`config.mk`:
```
export PLATFORM = sky130hd
export DESIGN_NAME = acc_cpu
export DESIGN_NICKNAME = d
export VERILOG_FILES = /design/src/rtl/acc_cpu_pkg.sv /design/src/rtl/acc_cpu_ctrl.sv /design/src/rtl/acc_cpu_regs.sv /design/src/rtl/acc_cpu_alu.sv /design/src/rtl/acc_cpu.sv
export SDC_FILE = /design/constraint.sdc
export NUM_CORES = 1
export LEC_CHECK = 0
export ABC_AREA = 1
export BUFFER_PORTS_ARGS = -buffer_cell sky130_fd_sc_hd__buf_4
export CAP_MARGIN = 15
export CELL_PAD_IN_SITES_DETAIL_PLACEMENT = 1
export CELL_PAD_IN_SITES_GLOBAL_PLACEMENT = 2
export CORE_UTILIZATION = 28
export CTS_CLUSTER_SIZE = 12
export DETAILED_ROUTE_END_ITERATION = 6
export GPL_ROUTABILITY_DRIVEN = 0
export GPL_TIMING_DRIVEN = 0
export PLACE_DENSITY_LB_ADDON = 0.1
export REMOVE_ABC_BUFFERS = 1
export SETUP_SLACK_MARGIN = 0.15
export SYNTH_ARGS = -nofsm -noshare
export SYNTH_HDL_FRONTEND = slang
export SYNTH_SLANG_ARGS = --single-unit
```
`constraint.sdc`:
```
create_clock -name clk -period 1.9 [get_ports clk]
set_clock_uncertainty 0.15 [all_clocks]
set_input_delay 0.38 -clock clk [delete_from_list [all_inputs] [get_ports clk]]
set_output_delay 0.38 -clock clk [all_outputs]
set_load 0.01 [all_outputs]
```
`src/rtl/acc_cpu_pkg.sv`:
```
package acc_cpu_pkg;

  // Control sequencer states; every instruction walks a fixed path.
  typedef enum logic [2:0] {
    ST_FETCH_ADDR,
    ST_FETCH_READ,
    ST_FETCH_LATCH,
    ST_DECODE,
    ST_EXEC_ADDR,
    ST_EXEC_READ,
    ST_EXEC_DONE,
    ST_HALTED
  } cpu_state_e;

  // Decoded operation class.
  typedef enum logic [2:0] {
    K_HALT,
    K_LOAD,
    K_ADD,
    K_STORE,
    K_JUMP,
    K_NOP
  } op_kind_e;

  localparam int OPC_HALT  = 0;
  localparam int OPC_LOAD  = 1;
  localparam int OPC_ADD   = 2;
  localparam int OPC_STORE = 3;
  localparam int OPC_JUMP  = 4;

  // Map an opcode value to its class; anything undefined is a no-operation.
  function automatic op_kind_e op_classify(input int unsigned opc);
    op_kind_e k;
    case (opc)
      OPC_HALT:  k = K_HALT;
      OPC_LOAD:  k = K_LOAD;
      OPC_ADD:   k = K_ADD;
      OPC_STORE: k = K_STORE;
      OPC_JUMP:  k = K_JUMP;
      default:   k = K_NOP;
    endcase
    return k;
  endfunction

  // Operations that need a data access after decode.
  function automatic logic op_uses_memory(input op_kind_e k);
    return (k == K_LOAD) || (k == K_ADD) || (k == K_STORE);
  endfunction

endpackage

```
`src/rtl/acc_cpu_ctrl.sv`:
```
module acc_cpu_ctrl
  import acc_cpu_pkg::*;
(
  input  logic       clk,
  input  logic       rst,
  input  op_kind_e   mdr_kind,
  input  op_kind_e   ir_kind,
  output cpu_state_e state_o,
  output logic       mar_from_pc,
  output logic       mar_from_ir,
  output logic       mdr_from_mem,
  output logic       mdr_from_acc,
  output logic       ir_from_mdr,
  output logic       pc_inc,
  output logic       pc_jump,
  output logic       acc_load,
  output logic       acc_add,
  output logic       mem_we,
  output logic       halted
);

  cpu_state_e state_q, state_d;

  always_ff @(posedge clk) begin
    if (rst) state_q <= ST_FETCH_ADDR;
    else     state_q <= state_d;
  end

  always_comb begin
    state_d      = state_q;
    mar_from_pc  = 1'b0;
    mar_from_ir  = 1'b0;
    mdr_from_mem = 1'b0;
    mdr_from_acc = 1'b0;
    ir_from_mdr  = 1'b0;
    pc_inc       = 1'b0;
    pc_jump      = 1'b0;
    acc_load     = 1'b0;
    acc_add      = 1'b0;
    mem_we       = 1'b0;
    halted       = 1'b0;
    case (state_q)
      ST_FETCH_ADDR: begin
        mar_from_pc = 1'b1;              // counter onto the address bus
        state_d     = ST_FETCH_READ;
      end
      ST_FETCH_READ: begin
        state_d = ST_FETCH_LATCH;        // memory samples the address here
      end
      ST_FETCH_LATCH: begin
        mdr_from_mem = 1'b1;
        pc_inc       = 1'b1;             // one step per fetch
        state_d      = ST_DECODE;
      end
      ST_DECODE: begin
        ir_from_mdr = 1'b1;
        case (mdr_kind)
          K_HALT: state_d = ST_HALTED;
          K_JUMP: begin
            pc_jump = 1'b1;
            state_d = ST_FETCH_ADDR;
          end
          default: state_d = op_uses_memory(mdr_kind) ? ST_EXEC_ADDR
                                                      : ST_FETCH_ADDR;
        endcase
      end
      ST_EXEC_ADDR: begin
        mar_from_ir  = 1'b1;
        mdr_from_acc = (ir_kind == K_STORE);
        state_d      = ST_EXEC_READ;
      end
      ST_EXEC_READ: begin
        mem_we  = (ir_kind == K_STORE);
        state_d = ST_EXEC_DONE;
      end
      ST_EXEC_DONE: begin
        mdr_from_mem = (ir_kind == K_LOAD) || (ir_kind == K_ADD);
        acc_load     = (ir_kind == K_LOAD);
        acc_add      = (ir_kind == K_ADD);
        state_d      = ST_FETCH_ADDR;
      end
      ST_HALTED: begin
        halted  = 1'b1;
        state_d = ST_HALTED;
      end
      default: state_d = ST_FETCH_ADDR;
    endcase
  end

  assign state_o = state_q;

endmodule

```
`src/rtl/acc_cpu_regs.sv`:
```
module acc_cpu_regs #(
  parameter int DATA_W = 16,
  parameter int ADDR_W = 12
) (
  input  logic              clk,
  input  logic              rst,
  input  logic              mar_from_pc,
  input  logic              mar_from_ir,
  input  logic              mdr_from_mem,
  input  logic              mdr_from_acc,
  input  logic              ir_from_mdr,
  input  logic              pc_inc,
  input  logic              pc_jump,
  input  logic [DATA_W-1:0] mem_rdata,
  input  logic [DATA_W-1:0] acc_in,
  output logic [ADDR_W-1:0] pc_q,
  output logic [ADDR_W-1:0] mar_q,
  output logic [DATA_W-1:0] mdr_q,
  output logic [DATA_W-1:0] ir_q
);

  // Address field of an instruction word.
  function automatic logic [ADDR_W-1:0] addr_field(input logic [DATA_W-1:0] w);
    return w[ADDR_W-1:0];
  endfunction

  // Sequential successor, wrapping at the top of the address space.
  function automatic logic [ADDR_W-1:0] pc_succ(input logic [ADDR_W-1:0] p);
    return p + {{(ADDR_W-1){1'b0}}, 1'b1};
  endfunction

  always_ff @(posedge clk) begin
    if (rst) begin
      pc_q  <= '0;
      mar_q <= '0;
      mdr_q <= '0;
      ir_q  <= '0;
    end else begin
      if (pc_jump)     pc_q <= addr_field(mdr_q);
      else if (pc_inc) pc_q <= pc_succ(pc_q);
      if (mar_from_pc)      mar_q <= pc_q;
      else if (mar_from_ir) mar_q <= addr_field(ir_q);
      if (mdr_from_mem)      mdr_q <= mem_rdata;
      else if (mdr_from_acc) mdr_q <= acc_in;
      if (ir_from_mdr) ir_q <= mdr_q;
    end
  end

endmodule

```
`src/rtl/acc_cpu_alu.sv`:
```
module acc_cpu_alu #(
  parameter int DATA_W = 16
) (
  input  logic              clk,
  input  logic              rst,
  input  logic              acc_load,
  input  logic              acc_add,
  input  logic [DATA_W-1:0] operand,
  output logic [DATA_W-1:0] acc_q
);

  // Modulo 2^DATA_W sum, carry discarded.
  function automatic logic [DATA_W-1:0] add_wrap(input logic [DATA_W-1:0] a,
                                                 input logic [DATA_W-1:0] b);
    return a + b;
  endfunction

  always_ff @(posedge clk) begin
    if (rst)           acc_q <= '0;
    else if (acc_load) acc_q <= operand;
    else if (acc_add)  acc_q <= add_wrap(acc_q, operand);
  end

endmodule

```
`src/rtl/acc_cpu.sv`:
```
module acc_cpu
  import acc_cpu_pkg::*;
#(
  parameter int DATA_W = 16,
  parameter int OPC_W  = 4
) (
  input  logic                     clk,
  input  logic                     rst,
  output logic [DATA_W-OPC_W-1:0]  mem_addr,
  output logic [DATA_W-1:0]        mem_wdata,
  output logic                     mem_we,
  input  logic [DATA_W-1:0]        mem_rdata,
  output logic                     halted,
  output logic [DATA_W-1:0]        dbg_acc,
  output logic [DATA_W-OPC_W-1:0]  dbg_pc
);

  localparam int ADDR_W = DATA_W - OPC_W;

  cpu_state_e        state;
  op_kind_e          mdr_kind, ir_kind;
  logic              mar_from_pc, mar_from_ir, mdr_from_mem, mdr_from_acc;
  logic              ir_from_mdr, pc_inc, pc_jump, acc_load, acc_add, we_c, halt_c;
  logic [ADDR_W-1:0] pc_q, mar_q;
  logic [DATA_W-1:0] mdr_q, ir_q, acc_q;

  // Named events for the bound checker.
  logic              ev_fetch_read, ev_fetch_inc, ev_jump, ev_acc_load, ev_acc_add;
  logic [ADDR_W-1:0] jump_tgt;

  assign mdr_kind = op_classify(int'(mdr_q[DATA_W-1 -: OPC_W]));
  assign ir_kind  = op_classify(int'(ir_q[DATA_W-1 -: OPC_W]));

  acc_cpu_ctrl u_ctrl (
    .clk          (clk),
    .rst          (rst),
    .mdr_kind     (mdr_kind),
    .ir_kind      (ir_kind),
    .state_o      (state),
    .mar_from_pc  (mar_from_pc),
    .mar_from_ir  (mar_from_ir),
    .mdr_from_mem (mdr_from_mem),
    .mdr_from_acc (mdr_from_acc),
    .ir_from_mdr  (ir_from_mdr),
    .pc_inc       (pc_inc),
    .pc_jump      (pc_jump),
    .acc_load     (acc_load),
    .acc_add      (acc_add),
    .mem_we       (we_c),
    .halted       (halt_c)
  );

  acc_cpu_regs #(.DATA_W(DATA_W), .ADDR_W(ADDR_W)) u_regs (
    .clk          (clk),
    .rst          (rst),
    .mar_from_pc  (mar_from_pc),
    .mar_from_ir  (mar_from_ir),
    .mdr_from_mem (mdr_from_mem),
    .mdr_from_acc (mdr_from_acc),
    .ir_from_mdr  (ir_from_mdr),
    .pc_inc       (pc_inc),
    .pc_jump      (pc_jump),
    .mem_rdata    (mem_rdata),
    .acc_in       (acc_q),
    .pc_q         (pc_q),
    .mar_q        (mar_q),
    .mdr_q        (mdr_q),
    .ir_q         (ir_q)
  );

  acc_cpu_alu #(.DATA_W(DATA_W)) u_alu (
    .clk      (clk),
    .rst      (rst),
    .acc_load (acc_load),
    .acc_add  (acc_add),
    .operand  (mem_rdata),
    .acc_q    (acc_q)
  );

  assign ev_fetch_read = (state == ST_FETCH_READ);
  assign ev_fetch_inc  = pc_inc;
  assign ev_jump       = pc_jump;
  assign ev_acc_load   = acc_load;
  assign ev_acc_add    = acc_add;
  assign jump_tgt      = mdr_q[ADDR_W-1:0];

  assign mem_addr  = mar_q;
  assign mem_wdata = mdr_q;
  assign mem_we    = we_c;
  assign halted    = halt_c;
  assign dbg_acc   = acc_q;
  assign dbg_pc    = pc_q;

endmodule

```
==> run metrics, run 1 <==
All-Layer GR Usage=0.2103; f_max=533.0 MHz; clock sink count=75; relative slew slack=0.3643; hold_buf cts=0; most numerous cell in the Yosys netlist=nand2_1; TNS Setup=0 ns; Core ar.=approximately 15000 sq um; RSZ-0062 raised after global routing=yes; first-pass GRT wire length=24070 um; cell count after placement=848; Worst R2R Start=u_alu.acc_q[0]; leading post-synthesis cells by cell area=dfxtp_1, nand2_1, inv_1; status=finished clean; Area growth syn-to-layout=48.50%; CTS tree=done; CP Capture Type=flip-flop; CP Launch Point=u_alu.acc_q[0]; Hold Vio Cnt, Final=0; Max Cap Viol=0; Initial Util=0.2863; DP HPWL=10640 um; Clk Latency, worst-skew pair=0.35 ns; H-Tree Level Count=3; Final Critical Period=1.876 ns; VDD IR max=about 0.44 mV; clk buf depth=2; critical path data required time=1.96 ns; Non-Filler Instances=915; Antenna diodes=0; register area share after synthesis=0.3608; Placement Setup Slack=-1.034 ns; Avg Cell Area, Syn=6.833 sq um; Post-synth EDFFs=0; via/cell ratio=4.927; Worst R2R End=u_alu.acc_q[14]; Detail Route Antenna Nets=0; HP Class=in -> reg; Pwr Total=0.005166 W; Setup Viol. Count Final=0; Synth Register Bits=75; switch share=0.3521; Die ar.=15350 sq um; area of the multi-input gates=2760 sq um; antenna violations before repair=0; Critical Path Sink=u_alu.acc_q[14]; FILL cells=1814; Yosys top cell area share=0.3608; Worst Tran Pin Value=between 0.9 and 1 ns; top cells by instance count after synthesis=nand2_1, dfxtp_1, inv_1; GRT Residual Overflow=0; Min-Delay Startpoint=mem_rdata[14]; Clock Power Share=0.351; critical path's slowest cell=dfxtp_2; vias=about 4500; WP data arrival=1.93 ns; Yosys top cell by area=dfxtp_1; worst hold margin=0.1862 ns; critical path type=reg -> reg; Leak=2.637 nW; Clock Tree Root=clkbuf_16; Power Dens Cells=835.9 nW/um^2; startpoint types=flip-flop; DR WL/cell=16.90 um; Combinational Power Share=0.278; crit-path max FO=4; CP dominant cell by count=nand2_4; flip-flop and latch area=1541 sq um; cell row count=44; layout cells sized above 1=0.3598; max incr delay on CP=0.35 ns; cell chain of the critical path=ha_4 > inv_2 > fa_2 > inv_2 > nand3_2 > nand2_4 > nand2_4 > nand2_4 > nand3_4 > nand2_2 > nand2_1 > nand3_1 > a21oi_1; CTS Buf Count=9; ys async rst share=0; Clock transition at path regs=approximately 0.060 ns; fin crit share=0.9875; Die Wd=approximately 120 um; number of global-route vias before repair=4491; Crit path max-delay family=simple AND/OR/NAND/NOR gates; final worst setup slack=0.02378 ns; I/O Buffers=75; Chip Height=123.9 um; worst path bufs/invs=2; Reg2Reg Setup Slack=0.02 ns; Distinct cells, synth=38; io pins=76; YS warnings=0; detailed-route DRC error count=0; DR pass1 iterations=4; register share of total power=0.372; initial drt markers=163; Mapped Cells=609; Total Nets Final=~760; Crit path depth=13; R2R cell count=13; largest net degree at the start of global routing=47; Most used DFF post-synth=dfxtp_1; Psw=0.001819 W; Post-Route WL=about 15000 um; Pint=0.003347 W; mapped cell area=approximately 4200 sq um; Max Slew Vio Count=0
[per-layer routing]
metal  share of wire  GRT usage  routed length (um)  up-vias
li1                -          -                   -     2255
met1            0.44     0.2496                6812     2173
met2            0.51     0.3764                7947       65
met3           0.031    0.04533                 485       15
met4           0.014    0.06399                 221        0
met5               0          0                   0        -
[cell families after synthesis]
kind of cell / synth area share
AOI/OAI and AO/OA: 0.1933
xor gates and xnor gates: 0.01473
adders and majority gates: 0.05292
buffers and inverters: 0.09411
DFF: 0.3608
and+or+nand+nor: 0.2841
[registers in the layout (all words and copies together) (netlist names)]
| register | count |
|---|---|
| u_regs.pc_q | 12 |
| u_regs.mar_q | 12 |
| u_regs.mdr_q | 16 |
| u_ctrl.state_o | 3 |
| u_regs.ir_q | 16 |
| u_alu.acc_q | 16 |
[layout make-up]
class,count,share of cell area
timing repair buffer,127,0.1654
multi-input combinational,433,0.4466
clock inverter,6,0.01154
clock buffer,10,0.03867
inverter,80,0.05102
tap,184,0.03725
sequential,75,0.2494
[power groups by stage]
stage                     Combinational [W]  Clock (W)  Sequential [W]
final                               0.00143    0.00181         0.00192
after floorplan                    0.000548          0         0.00191
after detailed placement            0.00100          0         0.00197
after CTS                           0.00128    0.00188         0.00191
after global routing                0.00156    0.00194         0.00194
after global placement             0.000977          0         0.00196
[layout by cell type (no fill, tap or decap), types with 15 or more instances in the layout]
cell and instances:
nor2_1 36, buf_4 118, nand2_2 15, inv_1 69
a31oi_1 27, dfxtp_1 55, nand3_1 25, o21ai_0 41
nand2_1 140, a21oi_1 35
[worst min-delay path by stage]
stage / to / slack (ns) / cells after the start
6_report: u_regs.mdr_q[14] / 0.19 / 3
2_1_floorplan: u_regs.ir_q[0] / 0.28 / 2
3_5_place_dp: u_regs.ir_q[2] / 0.31 / 2
4_1_cts: u_regs.mdr_q[11] / 0.17 / 3
5_1_grt: u_regs.mdr_q[12] / 0.18 / 3
3_3_place_gp: u_regs.ir_q[0] / 0.29 / 2
[worst register-to-register path, delay by kind of cell, from the launching register on]
kind | cells | cell delay, ns
flops | 1 | 0.35
fa+ha+maj | 2 | 0.48
simple gates | 8 | 0.61
buf+inv | 2 | 0.11
compound gates | 1 | 0.06
[what timing repair did]
item | in CTS | in global routing
resized for setup | 89 | 58
setup endpoints to repair | 76 | 59
setup buffers | 26 | 25
pin swaps | 20 | 16
[through the flow]
step                      instance area (sq um)  utilization
final                                      6180       0.4252
after global routing                       6180       0.4252
after CTS                                  5758       0.3962
after detailed placement                   4875       0.3354
after global placement                     4863       0.3346
after floorplan                            4070            -
Power figures use the tool's default switching activity.
==> inputs of run 2 (changes only) <==
--- a/config.mk
+++ b/config.mk
@@ -16,8 +16,8 @@
 export GPL_ROUTABILITY_DRIVEN = 0
 export GPL_TIMING_DRIVEN = 0
 export PLACE_DENSITY_LB_ADDON = 0.1
-export REMOVE_ABC_BUFFERS = 1
 export SETUP_SLACK_MARGIN = 0.15
+export SKIP_CTS_REPAIR_TIMING = 1
 export SYNTH_ARGS = -nofsm -noshare
 export SYNTH_HDL_FRONTEND = slang
 export SYNTH_SLANG_ARGS = --single-unit
==> run 2 against run 1 <==
  * Fmax decreased by 2.0%
  * Largest power group unchanged
  * Utilization decreased by 0.49 points
  * The flow now finishes with violations (setup timing)
  * Final cell count decreased by 0.33%
  * Sequential share of layout area increased by 0.62 points
  * Power decreased by 7.3%
  * Sequential power about the same
  * Count of clock-buffer cells in the layout increased by 4
  * Clock power decreased by 14%
==> run metrics, run 2 (synthesized netlist as in run 1, its figures left out) <==
status=finished with violations; failing checks=setup timing; Power Dens Cells=783.8 nW/um^2 (-6.2%); Max Cap Viol=0 (unchanged); Final Critical Period=1.914 ns (+0.03739 ns); largest net degree at the start of global routing=12 (-74%); Worst Tran Pin Value=0.7656 ns (-0.1869 ns); Die Wd=123.9 um (unchanged); via/cell ratio=4.878 (-0.98%); HP Class=in -> reg; Reg2Reg Setup Slack=-0.01 ns (-0.04 ns); DR WL/cell=17.06 um (+0.90%); detailed-route DRC error count=0 (unchanged); placed standard-cell area=5005 sq um (+2.7%); VDD IR max=0.4739 mV (+8.0%); DR pass1 iterations=4 (unchanged); CTS Buf Count=9 (unchanged); antenna violations before repair=0 (unchanged); WP data arrival=1.97 ns (+0.04 ns); Antenna diodes=0 (unchanged); startpoint types=flip-flop; relative slew slack=0.4896 (+0.1253); critical path data required time=1.95 ns (about the same); Clock Power Share=0.326 (-0.025); first-pass GRT wire length=23050 um (-4.2%); switch share=0.3456 (-0.006448); cell row count=44 (unchanged); Die ar.=15350 sq um (unchanged); commonest non-fill, non-tap cell in the layout=nand2_1; initial drt markers=197 (+21%); I/O Buffers=74 (-1.3%); critical path type=reg -> reg; f_max=522.6 MHz (-2.0%); most frequent cells in the layout=nand2_1, buf_4, inv_1, dfxtp_1, o21ai_0; Total Nets Final=760 (-0.13%); register share of total power=0.396 (+0.024); Layout Utilization=0.4203 (-0.004907); All-Layer GR Usage=0.2021 (-0.008235); clock sink count=75 (unchanged); Pwr Total=0.004788 W (-7.3%); Max Slew Vio Count=0 (unchanged); Psw=0.001655 W (-9.0%); Leak=2.580 nW (-2.2%); Clk Latency, worst-skew pair=0.35 ns (about the same); fin area=6108 sq um (-1.2%); CTS tree=done; Detail Route Antenna Nets=0 (unchanged); GRT Residual Overflow=0 (unchanged); Combinational Power Share=0.278 (about the same); Chip Height=123.9 um (unchanged); vias=4449 (-1.3%); Clock Tree Root=clkbuf_16; fin crit share=1.007 (+0.01968); Clock transition at path regs=0.06 ns (about the same); Mapped Nets=roughly 640; H-Tree Level Count=3 (unchanged); Area growth syn-to-layout=46.78%; final worst setup slack=-0.01361 ns (-0.03739 ns); DP HPWL=11820 um (+11%); number of global-route vias before repair=4272 (-4.9%); Post-Route WL=15560 um (+0.57%); Largest regs=u_alu.acc_q x16, u_regs.ir_q x16, u_regs.mdr_q x16; CP Capture Type=flip-flop; layout cells sized above 1=0.3489 (-0.01088); Setup Viol. Count Final=4 (+4); Pint=0.003133 W (-6.4%); Hold Vio Cnt, Final=0 (unchanged); RSZ-0062 raised after global routing=yes; crit-path max FO=4 (unchanged); Initial Util=0.2863 (unchanged); Core ar.=14530 sq um (unchanged); io pins=76 (unchanged); clk buf depth=2 (unchanged)
## run 2: critical path, cell delays in order, from the launching register on
cell and delay (ns):
dfxtp_4 0.38, ha_4 0.14, inv_2 0.03, fa_2 0.34
inv_2 0.07, nand3_2 0.08, nand2_4 0.10, nand2_4 0.05
nand2_4 0.09, nand3_4 0.08, nand2_1 0.07, nand2_1 0.06
nand3_2 0.06, a21oi_2 0.05
## run 2: final cells by class
class                   count  area [sq um]
well taps                 184         230.2
repair buffers            105         799.5
plain buffers              21         133.9
clock buffers              14         254.0
flip-flops and latches     75          1562
fillers                  1795          8426
inverters                  80         305.3
multi-input cells         433          2824
## run 2: power by group through the flow
stage / logic, W / clock network [W] / registers, W
after floorplan: 0.000637 / 0 / 0.00188
after detailed placement: 0.00107 / 0 / 0.00192
after global placement: 0.00106 / 0 / 0.00191
final: 0.00133 / 0.00156 / 0.00190
after global routing: 0.00146 / 0.00168 / 0.00192
after CTS: 0.00108 / 0.00160 / 0.00188
## run 2: worst paths after layout
check            startpoint                to  cells after the start
min           mem_rdata[15]  u_regs.mdr_q[15]                      3
max reg2reg  u_alu.acc_q[0]   u_alu.acc_q[14]                     13
min reg2reg  u_regs.ir_q[0]    u_regs.ir_q[0]                      2
max          u_alu.acc_q[0]   u_alu.acc_q[14]                     13
## run 2: stage by stage
stage	hold WS, ns	setup slack, ns	instances	TNS [ns]
2_1_floorplan	0.2745	0.1331	609	0
3_3_place_gp	0.2916	-0.2434	867	-4.222
3_5_place_dp	0.3044	-0.2463	867	-4.815
4_1_cts	0.1760	-0.6000	881	-4.851
5_1_grt	0.1848	-0.1165	912	-0.5565
6_report	0.1847	-0.01361	912	-0.03462
## run 2: per-layer routing
layer,vias up,GRT usage,routed length (um)
li1,2251,-,-
met1,2121,0.2500,6812
met2,62,0.3556,8081
met3,15,0.03800,424
met4,0,0.05655,237
met5,-,0,0
